## config.mk

```make
export PLATFORM = sky130hd
export DESIGN_NAME = eint_frontend
export DESIGN_NICKNAME = d
export VERILOG_FILES = /design/src/rtl/eint_pkg.sv /design/src/rtl/eint_pin_det.sv /design/src/rtl/eint_regs.sv /design/src/rtl/eint_frontend.sv
export SDC_FILE = /design/constraint.sdc
export NUM_CORES = 1
export LEC_CHECK = 0
export BUFFER_PORTS_ARGS = -buffer_cell sky130_fd_sc_hd__buf_2
export CORE_MARGIN = 2
export CORE_UTILIZATION = 55
export CTS_BUF_LIST = sky130_fd_sc_hd__clkbuf_8
export DETAILED_ROUTE_END_ITERATION = 10
export PLACE_DENSITY = 0.9
export RECOVER_POWER = 50
export SLEW_MARGIN = 20
export SYNTH_ARGS = -nofsm -noshare
export SYNTH_HDL_FRONTEND = slang
export SYNTH_SLANG_ARGS = --single-unit
```

## constraint.sdc

```tcl
create_clock -name clk_i -period 3.55 [get_ports clk_i]
set_clock_uncertainty 0.1 [all_clocks]
set_input_delay 0 -clock clk_i [delete_from_list [all_inputs] [get_ports clk_i]]
set_output_delay 0 -clock clk_i [all_outputs]
set_load 0.02 [all_outputs]
```

## src/rtl/eint_pkg.sv

```systemverilog
package eint_pkg;
  localparam int MODE_W = 3;
  localparam int FIELD_STRIDE = 4;
  localparam int SEL_W = 3;
  localparam logic [SEL_W-1:0] SEL_MASK = 3'd3;
  localparam logic [SEL_W-1:0] SEL_CLR  = 3'd4;
  localparam logic [SEL_W-1:0] SEL_WAKE = 3'd5;
  localparam logic [1:0] FUNC_EINT = 2'b10;

  function automatic logic mode_hit(logic [MODE_W-1:0] mode, logic cur, logic prev);
    logic hit;
    case (mode[2:1])
      2'b00:   hit = mode[0] ? cur : ~cur;
      2'b01:   hit = prev & ~cur;
      2'b10:   hit = ~prev & cur;
      default: hit = prev ^ cur;
    endcase
    return hit;
  endfunction
endpackage

```

## src/rtl/eint_pin_det.sv

```systemverilog
module eint_pin_det
  import eint_pkg::*;
(
  input  logic              clk_i,
  input  logic              rst_ni,
  input  logic              pin_i,
  input  logic [MODE_W-1:0] mode_i,
  input  logic [1:0]        func_i,
  output logic              evt_o
);
  logic s1_q, s2_q, prev_q;

  always_ff @(posedge clk_i or negedge rst_ni) begin
    if (!rst_ni) begin
      s1_q   <= 1'b0;
      s2_q   <= 1'b0;
      prev_q <= 1'b0;
    end else begin
      s1_q   <= pin_i;
      s2_q   <= s1_q;
      prev_q <= s2_q;
    end
  end

  assign evt_o = (func_i == FUNC_EINT) && mode_hit(mode_i, s2_q, prev_q);

  // a rising-only event can never repeat on the next cycle
  p_rise_single_r6: assert property (@(posedge clk_i) disable iff (!rst_ni)
    (evt_o && mode_i[2:1] == 2'b10) |=> !(evt_o && mode_i[2:1] == 2'b10));
endmodule

```

## src/rtl/eint_regs.sv

```systemverilog
module eint_regs
  import eint_pkg::*;
#(
  parameter int N_PINS   = 24,
  parameter int N_DIRECT = 4,
  parameter int CFG_W    = 32,
  parameter int N_BANKS  = 3
) (
  input  logic                     clk_i,
  input  logic                     rst_ni,
  input  logic                     wr_en_i,
  input  logic [SEL_W-1:0]         wr_sel_i,
  input  logic [CFG_W-1:0]         wr_data_i,
  input  logic [N_PINS-1:0]        evt_i,
  output logic [N_BANKS*CFG_W-1:0] cfg_o,
  output logic [N_PINS-1:0]        mask_o,
  output logic [N_PINS-1:0]        pend_o,
  output logic [N_PINS-1:0]        wake_en_o
);
  localparam logic [N_PINS-1:0] EXT_BITS = {{(N_PINS-N_DIRECT){1'b1}}, {N_DIRECT{1'b0}}};

  logic [CFG_W-1:0]  cfg_q [N_BANKS];
  logic [N_PINS-1:0] mask_q, pend_q, wake_q, clr_mask;

  assign clr_mask = (wr_en_i && wr_sel_i == SEL_CLR) ? wr_data_i[N_PINS-1:0] : '0;

  always_ff @(posedge clk_i or negedge rst_ni) begin
    if (!rst_ni) begin
      for (int b = 0; b < N_BANKS; b++) cfg_q[b] <= '0;
      mask_q <= EXT_BITS;
      pend_q <= '0;
      wake_q <= '0;
    end else begin
      for (int b = 0; b < N_BANKS; b++)
        if (wr_en_i && wr_sel_i == SEL_W'(b)) cfg_q[b] <= wr_data_i;
      if (wr_en_i && wr_sel_i == SEL_MASK) mask_q <= wr_data_i[N_PINS-1:0] & EXT_BITS;
      if (wr_en_i && wr_sel_i == SEL_WAKE) wake_q <= wr_data_i[N_PINS-1:0];
      // a present event wins over a clear in the same cycle
      pend_q <= ((pend_q & ~clr_mask) | evt_i) & EXT_BITS;
    end
  end

  for (genvar b = 0; b < N_BANKS; b++) begin : g_cfg
    assign cfg_o[b*CFG_W +: CFG_W] = cfg_q[b];
  end

  assign mask_o    = mask_q;
  assign pend_o    = pend_q;
  assign wake_en_o = wake_q;

  p_latch_despite_mask_r9: assert property (@(posedge clk_i) disable iff (!rst_ni)
    ((evt_i & EXT_BITS) != '0) |=> ((pend_q & $past(evt_i & EXT_BITS)) == $past(evt_i & EXT_BITS)));

  p_clear_takes_r8: assert property (@(posedge clk_i) disable iff (!rst_ni)
    (wr_en_i && wr_sel_i == SEL_CLR) |=> ((pend_q & $past(clr_mask & ~evt_i)) == '0));

  p_pend_sticky_r8: assert property (@(posedge clk_i) disable iff (!rst_ni)
    (!(wr_en_i && wr_sel_i == SEL_CLR)) |=> (($past(pend_q) & ~pend_q) == '0));
endmodule

```

## src/rtl/eint_frontend.sv

```systemverilog
module eint_frontend
  import eint_pkg::*;
#(
  parameter int N_PINS        = 24,
  parameter int N_DIRECT      = 4,
  parameter int GRP_SPLIT     = 8,
  parameter int PINS_PER_BANK = 8,
  parameter logic [N_PINS-1:0] WAKE_ALLOW = 24'h00FFF0,
  localparam int CFG_W   = PINS_PER_BANK * FIELD_STRIDE,
  localparam int N_BANKS = (N_PINS + PINS_PER_BANK - 1) / PINS_PER_BANK
) (
  input  logic                clk_i,
  input  logic                rst_ni,
  input  logic [N_PINS-1:0]   pins_i,
  input  logic [2*N_PINS-1:0] pin_func_i,
  input  logic                wr_en_i,
  input  logic [SEL_W-1:0]    wr_sel_i,
  input  logic [CFG_W-1:0]    wr_data_i,
  output logic [N_DIRECT-1:0] direct_o,
  output logic                grp_lo_o,
  output logic                grp_hi_o,
  output logic [N_PINS-1:0]   ext_pend_o,
  output logic [N_PINS-1:0]   ext_mask_o,
  output logic                wake_o
);
  logic [N_BANKS*CFG_W-1:0] cfg_flat;
  logic [N_PINS-1:0]        evt, pend, mask, wake_en, live;
  logic                     cfg_unused;

  for (genvar p = 0; p < N_PINS; p++) begin : g_pin
    localparam int BASE = (p / PINS_PER_BANK) * CFG_W + (p % PINS_PER_BANK) * FIELD_STRIDE;
    eint_pin_det u_det (
      .clk_i  (clk_i),
      .rst_ni (rst_ni),
      .pin_i  (pins_i[p]),
      .mode_i (cfg_flat[BASE +: MODE_W]),
      .func_i (pin_func_i[2*p +: 2]),
      .evt_o  (evt[p])
    );
  end

  eint_regs #(
    .N_PINS   (N_PINS),
    .N_DIRECT (N_DIRECT),
    .CFG_W    (CFG_W),
    .N_BANKS  (N_BANKS)
  ) u_regs (
    .clk_i     (clk_i),
    .rst_ni    (rst_ni),
    .wr_en_i   (wr_en_i),
    .wr_sel_i  (wr_sel_i),
    .wr_data_i (wr_data_i),
    .evt_i     (evt),
    .cfg_o     (cfg_flat),
    .mask_o    (mask),
    .pend_o    (pend),
    .wake_en_o (wake_en)
  );

  assign cfg_unused = ^cfg_flat;
  assign live       = pend & ~mask;
  assign direct_o   = evt[N_DIRECT-1:0];
  assign grp_lo_o   = |live[GRP_SPLIT-1:N_DIRECT];
  assign grp_hi_o   = |live[N_PINS-1:GRP_SPLIT];
  assign ext_pend_o = pend;
  assign ext_mask_o = mask;
  assign wake_o     = |(pend & wake_en & WAKE_ALLOW);

  p_wake_source_r11: assert property (@(posedge clk_i) disable iff (!rst_ni)
    wake_o |-> ((ext_pend_o & WAKE_ALLOW) != '0));

  p_parent_holds_r10: assert property (@(posedge clk_i) disable iff (!rst_ni)
    (grp_hi_o && !(wr_en_i && (wr_sel_i == SEL_CLR || wr_sel_i == SEL_MASK))) |=> grp_hi_o);
endmodule

```

==> results_dict.tcl <==
set metrics [dict create \
    status "finished, violations left" \
    routed_wl_um 20300 \
    crit_type "input port to async pin" \
    worstPathRequired_ns 4.02 \
    clk_pin_slew_ns 0.09 \
    dpl_cell_area_sq_um 9600 \
    vias 6050 \
    hold_path_class "input port to register" \
    area_growth_pct 27.1 \
    drt_drc_violations_left 0 \
    fin_setup_tns_ns 0 \
    num_rows 45 \
    powerDensity_nw_per_um2 513 \
    routabilityCongestion 0.796 \
    drv_cap 3 \
    setup_viol 0 \
    final_nets 1078 \
    ys_ff_latch 196 \
    slew_headroom -0.635 \
    final_cells 1144 \
    antennaDiodeCount 0 \
    cp-start-kind "input port" \
    ys_types 34 \
    dieWidth_um 129 \
    crit_start "rst_ni" \
    h-tree-depth 4 \
    chipHeight_um 129 \
    first_pass_iters 4 \
    violations "max-capacitance violations, max-slew violations" \
    grt_antenna_before_repair 0 \
    hp-start "pins_i[16]" \
    rsz0062_at_grt "no" \
    io_buffers 153 \
    cts_hold_buf 98 \
    clock_latency_ns 0.46 \
    syn_avg_cell_area_sq_um 13.1 \
    final_area_sq_um 10900 \
    drive_above_1_share 0.319 \
    antenna_left 0 \
    tightestPinTransition_ns 2.45 \
    cts_tree "built" \
    hold_viol 0 \
    start_util 0.564 \
    fill_cells 988 \
    p_leak_nw 5.14 \
    fin_crit_sh 0.690 \
    hold_ws_ns 0.0763 \
    routedWlPerCell_um 17.7 \
    r2r-start "g_pin[5].u_det.s2_q" \
    netlist_area_sq_um 8610 \
    yosys_warnings 0 \
    ctsResizeCount 0 \
    viasPerCell 5.29 \
    dp_hpwl_um 13000 \
    cts_buffers 17 \
    synth_seq_area_share 0.573 \
    grt_max_degree 103 \
    drv_slew 153 \
    fin_crit_ns 2.45 \
    dp_cells 1014 \
    core_area_sq_um 15300 \
    cts_root_buf "clkbuf_8" \
    grt_pass1_wl_um 32400 \
    die_area_sq_um 16700 \
    drt-initial-drc-count 298 \
    grtUsageTotal 0.258 \
    syn_inst 657 \
    vdd_drop_max_mv 0.359 \
    crit_arrival_ns 2.92 \
    ioPinCount 165 \
    gr-total-overflow 0 \
    clock-sinks 196 \
    fmax_ghz 0.408 \
    max-clock-path-buffers 2 \
    first_global_vias 6349 \
    crit_path_end_kind "async pin" \
    cts_setup_buffers 0 \
    worstPathMaxFanout 102 \
]
[report_power, final]
| part | switching (W) | total (W) | internal [W] |
|---|---|---|---|
| registers | 0.000314 | 0.00293 | 0.00261 |
| logic | 0.000602 | 0.00124 | 0.000643 |
| clock network | 0.000790 | 0.00144 | 0.000654 |
[through the flow]
step,setup slack (ns),util,total power (W)
after floorplan,2.02,-,0.00365
after global placement,1.65,0.629,0.00404
after detailed placement,1.63,0.629,0.00411
after global routing,0.620,0.718,0.00592
final,1.10,0.718,0.00562
after CTS,1.11,0.719,0.00564
[layer usage]
metal / global-route usage / vias to the layer above / part of all wire
met1: 0.310 / 3031 / 0.40
li1: - / 2758 / -
met4: 0.134 / 0 / 0.042
met3: 0.0516 / 57 / 0.052
met5: 0 / - / 0
met2: 0.443 / 204 / 0.51
[sequential cells by signal (all words and copies together) (netlist names)]
name	count
u_regs.wake_en_o	12
g_pin.u_det.s2_q	24
u_regs.cfg_o	72
g_pin.u_det.prev_q	24
g_pin.u_det.s1_q	24
u_regs.pend_o	20
u_regs.mask_o	20
[critical path: stages]
cell	delay (ns)
dlygate4sd3_1	0.52
clkbuf_2	1.72
buf_4	0.58
[area by class of cell]
class                           instances  area (sq um)  share of cell area
Sequential cell                       196          4930               0.450
Multi-Input combinational cell        383          3320               0.303
Timing Repair Buffer                  260          1800               0.164
Tap cell                              211           264              0.0241
Clock buffer                           18           248              0.0226
Inverter                               62           233              0.0213
Clock inverter                         14           153              0.0139
[cell usage in the layout (no fill, tap or decap), drive strengths merged, types with 22 or more instances in the layout]
cell and instances:
a21oi 22, buf 154, clkbuf 26, dfrtp 176, dlygate4sd3 98, ha 48, inv 66, mux2 104
nor2b 30, o21ai 40
[cells in the mapped netlist, drive strengths merged]
master / instances / share of area
nor2b: 30 / 0.022
nor3b: 2 / 0.0044
a41o: 2 / 0.0023
a22o: 3 / 0.0031
inv: 62 / 0.027
and3b: 4 / 0.0041
nand4b: 2 / 0.0020
nand3: 1 / 0.00058
a22oi: 1 / 0.00087
nand4: 1 / 0.00073
and2: 20 / 0.015
nand2b: 1 / 0.0016
nor3: 1 / 0.0012
dfstp: 20 / 0.061
o21ai: 40 / 0.023
dfrtp: 176 / 0.51
nand2: 18 / 0.0078
nor4bb: 1 / 0.0012
a221oi: 3 / 0.0031
a32o: 18 / 0.021
buf: 23 / 0.019
xor2: 20 / 0.020
mux2: 104 / 0.14
a21oi: 22 / 0.013
mux4: 4 / 0.010
xnor2: 4 / 0.0041
nor2: 20 / 0.0087
ha: 48 / 0.070
conb: 1 / 0.00044
a2111oi: 4 / 0.0041
o221ai: 1 / 0.0010
[worst paths after layout]
| path | to | slack (ns) | cells after the start |
|---|---|---|---|
| worst max-delay path | u_regs.mask_o[12] | 1.10 | 3 |
| worst min-delay path | g_pin[16].u_det.s1_q | 0.08 | 2 |
| worst max register to register | u_regs.pend_o[5] | 1.54 | 5 |
| worst min register to register | g_pin[23].u_det.s2_q | 0.25 | 0 |
| max in group clk_i | grp_hi_o | 1.18 | 4 |
| min in group asynchronous | u_regs.cfg_o[61] | 0.73 | 2 |
[cell families (layout without fill, tap and decap cells)]
| family | count (synthesis) | after routing | share of synthesized area |
|---|---|---|---|
| XOR/XNOR | 24 | 24 | 0.0244 |
| AND/OR/NAND/NOR | 101 | 101 | 0.0686 |
| buffers and inverters | 85 | 354 | 0.0465 |
| other | 1 | 8 | 0.000436 |
| flip-flops | 196 | 196 | 0.573 |
| multiplexers | 108 | 108 | 0.146 |
| AO/OA/AOI/OAI | 94 | 94 | 0.0713 |
| adder cells (fa/ha/maj) | 48 | 48 | 0.0697 |
Note: power is estimated with default switching activity, not from simulation.
